$ cat src/rtl/postdiv_pkg.sv
package postdiv_pkg;

  localparam int N_SRC_DEF  = 4;
  localparam int DIV_W_DEF  = 7;
  localparam int SEL_W_DEF  = 3;
  localparam int ADDR_W_DEF = 4;
  localparam int DATA_W_DEF = 8;

  // Number of strobes the output spends high for a divisor n.
  function automatic int high_len(input int n);
    return (n + 1) / 2;
  endfunction

  // Last counter value of a period with divisor n (n >= 1).
  function automatic int last_count(input int n);
    return n - 1;
  endfunction

endpackage

$ cat src/rtl/postdiv_regs.sv
module postdiv_regs
  import postdiv_pkg::*;
#(
  parameter int N_CH   = 2,
  parameter int N_SRC  = N_SRC_DEF,
  parameter int DIV_W  = DIV_W_DEF,
  parameter int SEL_W  = SEL_W_DEF,
  parameter int ADDR_W = ADDR_W_DEF,
  parameter int DATA_W = DATA_W_DEF,
  localparam int SRC_W = $clog2(N_SRC),
  localparam int MAP_N = 1 << SEL_W
) (
  input  logic                         clk,
  input  logic                         rst_n,
  input  logic                         wr_en,
  input  logic [ADDR_W-1:0]            wr_addr,
  input  logic [DATA_W-1:0]            wr_data,
  input  logic [SEL_W-1:0]             sel,
  output logic [N_CH-1:0][DIV_W-1:0]   nxt_div,
  output logic [N_CH-1:0][SRC_W-1:0]   nxt_src,
  output logic                         bank
);

  localparam int XBAR_ADDR = 2 * N_CH;
  localparam int MAP_ADDR  = XBAR_ADDR + 1;

  logic [N_CH*SRC_W-1:0] xbar_q;
  logic [MAP_N-1:0]      map_q;
  logic                  wr_xbar;
  logic                  wr_map;

  assign wr_xbar = wr_en && (wr_addr == ADDR_W'(XBAR_ADDR));
  assign wr_map  = wr_en && (wr_addr == ADDR_W'(MAP_ADDR));

  // One shared bank choice for every channel.
  assign bank = map_q[sel];

  always_ff @(posedge clk or negedge rst_n) begin
    if (!rst_n) begin
      xbar_q <= '0;
      map_q  <= '0;
    end else begin
      if (wr_xbar) xbar_q <= wr_data[N_CH*SRC_W-1:0];
      if (wr_map)  map_q  <= wr_data[MAP_N-1:0];
    end
  end

  for (genvar ch = 0; ch < N_CH; ch++) begin : g_ch
    logic [DIV_W-1:0] div0_q;
    logic [DIV_W-1:0] div1_q;
    logic             wr0;
    logic             wr1;

    assign wr0 = wr_en && (wr_addr == ADDR_W'(2 * ch));
    assign wr1 = wr_en && (wr_addr == ADDR_W'(2 * ch + 1));

    always_ff @(posedge clk or negedge rst_n) begin
      if (!rst_n) begin
        div0_q <= '0;
        div1_q <= '0;
      end else begin
        if (wr0) div0_q <= wr_data[DIV_W-1:0];
        if (wr1) div1_q <= wr_data[DIV_W-1:0];
      end
    end

    assign nxt_div[ch] = bank ? div1_q : div0_q;
    assign nxt_src[ch] = xbar_q[ch*SRC_W +: SRC_W];
  end

endmodule

$ cat src/rtl/postdiv_channel.sv
module postdiv_channel
  import postdiv_pkg::*;
#(
  parameter int N_SRC  = N_SRC_DEF,
  parameter int DIV_W  = DIV_W_DEF,
  localparam int SRC_W = $clog2(N_SRC)
) (
  input  logic              clk,
  input  logic              rst_n,
  input  logic [N_SRC-1:0]  src_en,
  input  logic [DIV_W-1:0]  nxt_div,
  input  logic [SRC_W-1:0]  nxt_src,
  output logic              clk_out,
  output logic              wrap
);

  logic [DIV_W-1:0] act_div;
  logic [SRC_W-1:0] act_src;
  logic [DIV_W-1:0] cnt;
  logic             tick;
  logic             idle;
  logic             at_last;
  logic [DIV_W:0]   hi_len;

  assign tick    = src_en[act_src];
  assign idle    = (act_div == '0);
  assign at_last = (cnt == DIV_W'(last_count(int'(act_div))));
  assign wrap    = idle || (tick && at_last);
  assign hi_len  = (DIV_W+1)'(high_len(int'(act_div)));
  assign clk_out = !idle && ({1'b0, cnt} < hi_len);

  always_ff @(posedge clk or negedge rst_n) begin
    if (!rst_n) begin
      act_div <= '0;
      act_src <= '0;
      cnt     <= '0;
    end else if (wrap) begin
      act_div <= nxt_div;
      act_src <= nxt_src;
      cnt     <= '0;
    end else if (tick) begin
      cnt <= cnt + 1'b1;
    end
  end

  // settings never change in the middle of a period
  a_r6_hold_midperiod: assert property (@(posedge clk) disable iff (!rst_n)
    !wrap |=> ($stable(act_div) && $stable(act_src)));

  // between loads the output only moves on a selected strobe
  a_r6_out_quiet: assert property (@(posedge clk) disable iff (!rst_n)
    !(tick || wrap) |=> $stable(clk_out));

  // counter stays inside the period
  a_r5_cnt_range: assert property (@(posedge clk) disable iff (!rst_n)
    !idle |-> (cnt < act_div));

  // an idle channel picks up the offered divisor on the next clock
  a_r7_idle_reload: assert property (@(posedge clk) disable iff (!rst_n)
    idle |=> (act_div == $past(nxt_div)));

endmodule

$ cat src/rtl/clk_postdiv_pair.sv
module clk_postdiv_pair
  import postdiv_pkg::*;
#(
  parameter int N_SRC  = N_SRC_DEF,
  parameter int DIV_W  = DIV_W_DEF,
  parameter int SEL_W  = SEL_W_DEF,
  parameter int ADDR_W = ADDR_W_DEF,
  parameter int DATA_W = DATA_W_DEF
) (
  input  logic              clk,
  input  logic              rst_n,
  input  logic [N_SRC-1:0]  src_en,
  input  logic [SEL_W-1:0]  sel,
  input  logic              wr_en,
  input  logic [ADDR_W-1:0] wr_addr,
  input  logic [DATA_W-1:0] wr_data,
  output logic              out_a,
  output logic              out_b
);

  localparam int N_CH  = 2;
  localparam int SRC_W = $clog2(N_SRC);

  logic [N_CH-1:0][DIV_W-1:0] nxt_div;
  logic [N_CH-1:0][SRC_W-1:0] nxt_src;
  logic                       bank;
  logic [N_CH-1:0]            ch_out;
  logic [N_CH-1:0]            ch_wrap;

  postdiv_regs #(
    .N_CH(N_CH), .N_SRC(N_SRC), .DIV_W(DIV_W),
    .SEL_W(SEL_W), .ADDR_W(ADDR_W), .DATA_W(DATA_W)
  ) u_regs (
    .clk     (clk),
    .rst_n   (rst_n),
    .wr_en   (wr_en),
    .wr_addr (wr_addr),
    .wr_data (wr_data),
    .sel     (sel),
    .nxt_div (nxt_div),
    .nxt_src (nxt_src),
    .bank    (bank)
  );

  for (genvar ch = 0; ch < N_CH; ch++) begin : g_chan
    postdiv_channel #(
      .N_SRC(N_SRC), .DIV_W(DIV_W)
    ) u_chan (
      .clk     (clk),
      .rst_n   (rst_n),
      .src_en  (src_en),
      .nxt_div (nxt_div[ch]),
      .nxt_src (nxt_src[ch]),
      .clk_out (ch_out[ch]),
      .wrap    (ch_wrap[ch])
    );
  end

  assign out_a = ch_out[0];
  assign out_b = ch_out[1];

  // both outputs low in the first cycle out of reset
  a_r1_low_after_reset: assert property (@(posedge clk) disable iff (!rst_n)
    $rose(rst_n) |-> (!out_a && !out_b));

endmodule

$ cat config.mk
export PLATFORM = sky130hd
export DESIGN_NAME = clk_postdiv_pair
export DESIGN_NICKNAME = d
export VERILOG_FILES = /design/src/rtl/postdiv_pkg.sv /design/src/rtl/postdiv_regs.sv /design/src/rtl/postdiv_channel.sv /design/src/rtl/clk_postdiv_pair.sv
export SDC_FILE = /design/constraint.sdc
export NUM_CORES = 1
export LEC_CHECK = 0
export BUFFER_PORTS_ARGS = -buffer_cell sky130_fd_sc_hd__buf_2
export CORE_MARGIN = 4
export CORE_UTILIZATION = 55
export DETAILED_ROUTE_END_ITERATION = 10
export GPL_TIMING_DRIVEN = 0
export HOLD_SLACK_MARGIN = 0.06
export PLACE_DENSITY = 0.73
export SYNTH_ARGS = -nofsm -noshare
export SYNTH_HDL_FRONTEND = slang
export SYNTH_HIERARCHICAL = 1
export SYNTH_SLANG_ARGS = --single-unit
$ cat constraint.sdc
create_clock -name clk -period 5.5 [get_ports clk]
set_input_delay 0.55 -clock clk [delete_from_list [all_inputs] [get_ports clk]]
set_output_delay 0.55 -clock clk [all_outputs]
set_load 0.005 [all_outputs]
==> impl_metrics.ini, run 1 <==
[global_route]
antenna_found_initial = 0
grt-ovfl-total = 0
grt_usage = 0.1857
grt_pass1_wl_um = 12790
grt_pass1_vias = 2596
grt_max_degree = 73

[hold_path]
hp-class = input port to async pin

[timing]
slew_headroom = 0.4119
setup_viol = 0
tightest_slew_ns = 0.8822
fin_tns_setup_ns = 0
period_needed_ns = 2.804
hold_viol_final = 0
slew_violations = 0
grt_setup_unrepaired = no
min_period_over_period = 0.5099
fmax_ghz = 0.3566
fin_worst_skew_ns = 0.009006

[final_layout]
final_layout_size_suffix_gt1_frac = 0.3333
antenna_cells = 0
final_nets = 412
syn2layout_area_growth_pct = 10.69
fillerInstances = 605
final_cells = 474

[power_and_ir_drop]
internal-power_uw = 1477
p_clk_frac = 0.184
power_frac_seq = 0.374
p_per_area_nw_per_um2 = 512.9
peakVddDrop_mv = 0.2253
power.leakage_uw = 0.002060
p_sw_frac = 0.3688
power_frac_comb = 0.442
power.switching_uw = 862.6

[clock_tree]
cts_tree = done
cts_buffer_depth = 2
clkSlewWorstSetupHoldPaths_ns = 0.08
clkSinkCount = 72
post_cts_buffers = 0
ctsResizeCount = 0
cts-buffers-inserted = 9
clk_latency_ns = 0.35
clockRootBuffer = clkbuf_8
htreeDepth = 3
cts_hold_buffers = 0

[detailed_routing]
drc = 0
routed_wl_um = 7578
vias = 2579
final_antenna_net_count = 0
drt-wirelength-per-cell_um = 15.99
drt-initial-drc-count = 93
via_per_inst = 5.441
first_pass_iters = 4

[floorplan]
die_area_um2 = 8940
rows = 31
coreArea_um2 = 7253
die_h_um = 94.55
ios = 24
die_x_um = 94.55
initial_utilization = 0.5681

[worst_setup_path]
critPathKind = flip-flop to primary output
cpMaxStageDelayCell = dfrtp_1
worst-path-max-fanout = 7
cp-end-kind = primary output
cp_cell_sequence = ha_1, xnor2_1, ha_1, a21oi_1, nor2b_1, o21ai_0, a21oi_1, a31oi_1, buf_2
crit_start = g_chan[1].u_chan/act_div[0]$_DFFE_PN0P_
rr_worst_depth = 8
cp-start-kind = flip-flop
cp.arrival_ns = 2.25
r2r-start = g_chan[0].u_chan/act_div[0]$_DFFE_PN0P_
cp_data_required_time_ns = 4.95
cp_slowest_stage_delay_ns = 0.48

[synthesis]
yosys_warnings = 6
synthesis.area_um2 = 4120
syn_inst = 337
syn_area_per_cell_um2 = 12.23
synth_fp_nets = 379

[placement]
gp_congestion = 0.8654
io_buffers = 22
place_inst = 458
hpwl_um = 5402

[outcome]
status = finished clean

[run]
maxCapViolCount = 0
[path summary, 6_finish.rpt]
kind / slack, ns / end
setup reg to reg: 3.19 / g_chan[0].u_chan/act_src[0]$_DFFE_PN0P_
max in group asynchronous: 4.61 / u_regs/nxt_src[2]$_DFFE_PN0P_
hold reg to reg: 0.50 / g_chan[1].u_chan/act_src[1]$_DFFE_PN0P_
min in group clk: 0.43 / u_regs/map_q[7]$_DFFE_PN0P_
hold / removal: 0.31 / g_chan[0].u_chan/cnt[4]$_DFFE_PN0P_
setup / recovery: 2.70 / out_b
[routing by layer]
| layer | share of wire | global-route usage |
|---|---|---|
| met2 | 0.46 | 0.2878 |
| met1 | 0.49 | 0.2597 |
| met3 | 0.034 | 0.03187 |
| met5 | 0 | 0 |
| met4 | 0.015 | 0.07572 |
[layout make-up]
type / instances / area, um2 / share of cell area
multi-input combinational: 244 / 2163 / 0.4743
clock inverter: 7 / 80.08 / 0.01756
buffer: 15 / 132.6 / 0.02908
timing repair buffer: 22 / 112.6 / 0.02469
tap: 99 / 123.9 / 0.02716
sequential: 72 / 1802 / 0.3951
clock buffer: 9 / 123.9 / 0.02716
inverter: 6 / 22.52 / 0.004938
[stage by stage]
step           power (uW)  worst slack, ns  utilization  hold WS (ns)  instance area, um2
2_1_floorplan        1690            3.334            -        0.2544                4120
6_report             2339            2.696       0.6288        0.3108                4561
4_1_cts              2357            2.680       0.6288        0.3449                4561
5_1_grt              2516            2.542       0.6288        0.3767                4561
3_5_place_dp         1919            3.078       0.6007        0.4910                4357
3_3_place_gp         1876            3.075       0.6003        0.4826                4354
[worst max-delay path: cells and delay by family (launching register included)]
family / cells / cell delay [ns]
XOR/XNOR: 1 / 0.14
flip-flops: 1 / 0.48
AO/OA/AOI/OAI: 4 / 0.55
AND/OR/NAND/NOR: 1 / 0.06
buffers and inverters: 1 / 0.14
adder cells (fa/ha/maj): 2 / 0.55
[flip-flops by register name, summed over array words and instances (netlist names)]
name	count
g_chan.u_chan/act_div	14
g_chan.u_chan/act_src	4
g_chan.u_chan/cnt	14
u_regs/g_ch.div0_q	14
u_regs/g_ch.div1_q	14
u_regs/map_q	8
u_regs/nxt_src	4
[cell usage in the layout (no fill, tap or decap), types with 2 or more instances in the layout]
cell type	count
nor4_2	2
buf_6	6
nor2b_1	2
clkinv_4	2
nor4_1	2
mux2i_1	6
clkinvlp_4	2
xor2_1	16
nand4_1	6
xnor2_1	26
mux2_2	45
buf_8	2
nor3_1	6
nor2_1	23
a21oi_1	10
and3_1	4
mux2_4	17
nand3_1	9
nand2b_1	2
nor2_4	2
dfrtp_1	72
a31oi_1	2
nor4b_2	2
nand2_1	15
a21bo_1	2
ha_1	20
clkbuf_2	2
o21ai_0	2
inv_6	2
inv_1	6
a211oi_1	2
clkbuf_8	9
mux4_2	3
buf_2	26
nand3b_1	4
a22o_1	10
[power by group through the flow]
stage	logic (uW)	clock network (uW)	registers, uW
after global placement	1000	0	871
after CTS	1050	440	872
after floorplan	863	0	827
after detailed placement	1040	0	881
after global routing	1160	456	900
final	1030	430	874
No activity file was read; power rests on OpenSTA's default activity.
==> inputs of run 2 (changes only) <==
--- a/config.mk
+++ b/config.mk
@@ -11,7 +11,7 @@
 export DETAILED_ROUTE_END_ITERATION = 10
 export GPL_TIMING_DRIVEN = 0
 export HOLD_SLACK_MARGIN = 0.06
-export PLACE_DENSITY = 0.73
+export PLACE_DENSITY = 0.76
 export SYNTH_ARGS = -nofsm -noshare
 export SYNTH_HDL_FRONTEND = slang
 export SYNTH_HIERARCHICAL = 1
==> constraint.sdc (replaced) <==
create_clock -name clk -period 2.5 [get_ports clk]
set_input_delay 0.25 -clock clk [delete_from_list [all_inputs] [get_ports clk]]
set_output_delay 0.25 -clock clk [all_outputs]
set_load 0.005 [all_outputs]
==> run 2 against run 1 <==
Largest cell class unchanged. Largest power group unchanged. Clock skew is 0.0012 ns higher. Global-route usage is 1.0 points higher. First-iteration DRC count is 120% higher. Clock-buffer cell count is 1 higher.
==> impl_metrics.ini, run 2 (same netlist as run 1, synthesis figures left out) <==
[global_route]
grt-ovfl-total = 0
grt_pass1_wl_um = 13380
grt_max_degree = 73
grt_usage = 0.1959
antenna_found_initial = 0
grt_pass1_vias = 2709

[floorplan]
initial_utilization = 0.5681
rows = 31
ios = 24
die_x_um = 94.55
die_area_um2 = 8940
coreArea_um2 = 7253
die_h_um = 94.55

[final_layout]
syn2layout_area_growth_pct = 15.37
multi_input_area_um2 = 2223
final_nets = 426
antenna_cells = 0
final_common_cell = dfrtp_1
fin_util = 0.6553
seq_area_um2 = 1807
final_layout_size_suffix_gt1_frac = 0.3882
mostFrequentLayoutCells = dfrtp_1 (68), mux2_2 (45), xnor2_1 (26)
fillerInstances = 569

[worst_setup_path]
critPathKind = flip-flop to primary output
cp_data_required_time_ns = 2.25
cp-start-kind = flip-flop
worst-path-max-fanout = 6
cp_cell_sequence = ha_4, xnor2_1, ha_1, a21oi_2, nor2b_1, o21ai_1, a21oi_1, a31oi_1, buf_2
cp_slowest_stage_delay_ns = 0.47
cp.arrival_ns = 2.15
crit_family = compound AO/OA/AOI/OAI gates
path_buf_inv = 1
cpMaxStageDelayCell = dfrtp_2
cp-end-kind = primary output

[timing]
min_period_over_period = 0.9614
slew_headroom = 0.4103
hold_viol_final = 0
period_needed_ns = 2.403
tightest_slew_ns = 0.8845
slew_violations = 0
fin_worst_skew_ns = 0.01022
setup_ws_ns = 0.09658
grt_setup_unrepaired = yes
fmax_ghz = 0.4161
setup_viol = 0

[clock_tree]
clkSlewWorstSetupHoldPaths_ns = 0.08
clkSinkCount = 72
cts_tree = done
clockRootBuffer = clkbuf_8
htreeDepth = 3
cts_buffer_depth = 2
clk_latency_ns = 0.35
cts-buffers-inserted = 9

[power_and_ir_drop]
peakVddDrop_mv = 0.4727
power_frac_comb = 0.472
power.leakage_uw = 0.002146
p_per_area_nw_per_um2 = 1150
p_sw_frac = 0.3687
power.switching_uw = 2015
p_clk_frac = 0.178
power_frac_seq = 0.350
internal-power_uw = 3449

[detailed_routing]
routed_wl_um = 8042
vias = 2697
final_antenna_net_count = 0
drt-initial-drc-count = 208
drt-wirelength-per-cell_um = 16.48
drc = 0
via_per_inst = 5.527
first_pass_iters = 4

[run]
maxCapViolCount = 0

[hold_path]
hp-class = input port to flip-flop

[placement]
io_buffers = 22
place_ws_ns = 0.1498
hpwl_um = 5451
gp_congestion = 0.8454

[outcome]
status = finished clean
run 2: cell types whose count changed in the layout (fill, tap and decap cells not counted), moves of 2 or more:
cell / previous run / this run
a21oi_1: 10 / 7
a21oi_2: 0 / 3
buf_2: 26 / 22
buf_4: 1 / 16
clkinv_4: 2 / 0
dfrtp_1: 72 / 68
dfrtp_2: 0 / 4
ha_1: 20 / 17
ha_4: 0 / 2
inv_6: 2 / 4
nor3_1: 6 / 4
o21ai_0: 2 / 0
o21ai_1: 0 / 2
run 2: cell type report:
| type | count | share of cell area |
|---|---|---|
| well taps | 99 | 0.02606 |
| clock buffers | 10 | 0.02895 |
| flip-flops and latches | 72 | 0.3801 |
| plain buffers | 15 | 0.03080 |
| multi-input cells | 244 | 0.4678 |
| inverters | 6 | 0.004738 |
| repair buffers | 36 | 0.04633 |
| clock inverters | 6 | 0.01527 |
run 2: worst register-to-register path: cells and delay by family (launching register included):
family / cells / cell delay, ns
xor gates and xnor gates: 1 / 0.14
DFF: 1 / 0.47
buffers and inverters: 2 / 0.31
adders and majority gates: 1 / 0.29
AOI/OAI and AO/OA: 1 / 0.12
muxes: 1 / 0.30
and+or+nand+nor: 2 / 0.62
run 2: final timing paths:
path / from / to / slack [ns] / depth (start not counted)
worst max-delay path: g_chan[0].u_chan/act_div[1]$_DFFE_PN0P_ / out_a / 0.1 / 9
max in group asynchronous: rst_n / g_chan[1].u_chan/act_div[1]$_DFFE_PN0P_ / 1.31 / 2
worst min-delay path: wr_data[7] / u_regs/map_q[7]$_DFFE_PN0P_ / 0.13 / 2
worst max register to register: g_chan[0].u_chan/act_div[1]$_DFFE_PN0P_ / g_chan[0].u_chan/act_src[0]$_DFFE_PN0P_ / 0.14 / 8
worst min register to register: u_regs/g_ch[0].div1_q[5]$_DFFE_PN0P_ / u_regs/g_ch[0].div1_q[5]$_DFFE_PN0P_ / 0.50 / 1
min in group asynchronous: rst_n / u_regs/g_ch[0].div0_q[0]$_DFFE_PN0P_ / 0.57 / 2
run 2: stage by stage:
step | total power (uW) | instance area (um2) | hold WS [ns] | setup TNS, ns | instances
after floorplan | 3719 | 4120 | -0.04559 | 0 | 337
after global routing | 5864 | 4753 | 0.1346 | -0.07474 | 488
after CTS | 5272 | 4604 | 0.1121 | 0 | 478
final | 5464 | 4753 | 0.1333 | 0 | 488
after global placement | 4119 | 4354 | 0.4824 | 0 | 458
after detailed placement | 4235 | 4357 | 0.4382 | 0 | 458
run 2: power groups by stage:
stage | registers [uW] | logic (uW) | clock network (uW)
floorplan | 1820 | 1900 | 0
global placement | 1910 | 2210 | 0
detailed placement | 1930 | 2300 | 0
CTS | 1900 | 2370 | 1000
global route | 1970 | 2850 | 1050
finish | 1910 | 2580 | 972
run 2: metal layers:
layer	wire (um)	vias to the layer above	global-route usage
met5	0	-	0
met4	88	0	0.07091
met3	312	7	0.05100
met2	3910	54	0.3044
met1	3731	1346	0.2655
li1	-	1290	-
run 2: timing repair:
item	CTS	global route
pin swaps	0	5
endpoints found under the setup margin	2	2
endpoints found under the hold margin	56	0
setup buffers	3	10
resized for setup	6	19
hold buffers	1	0
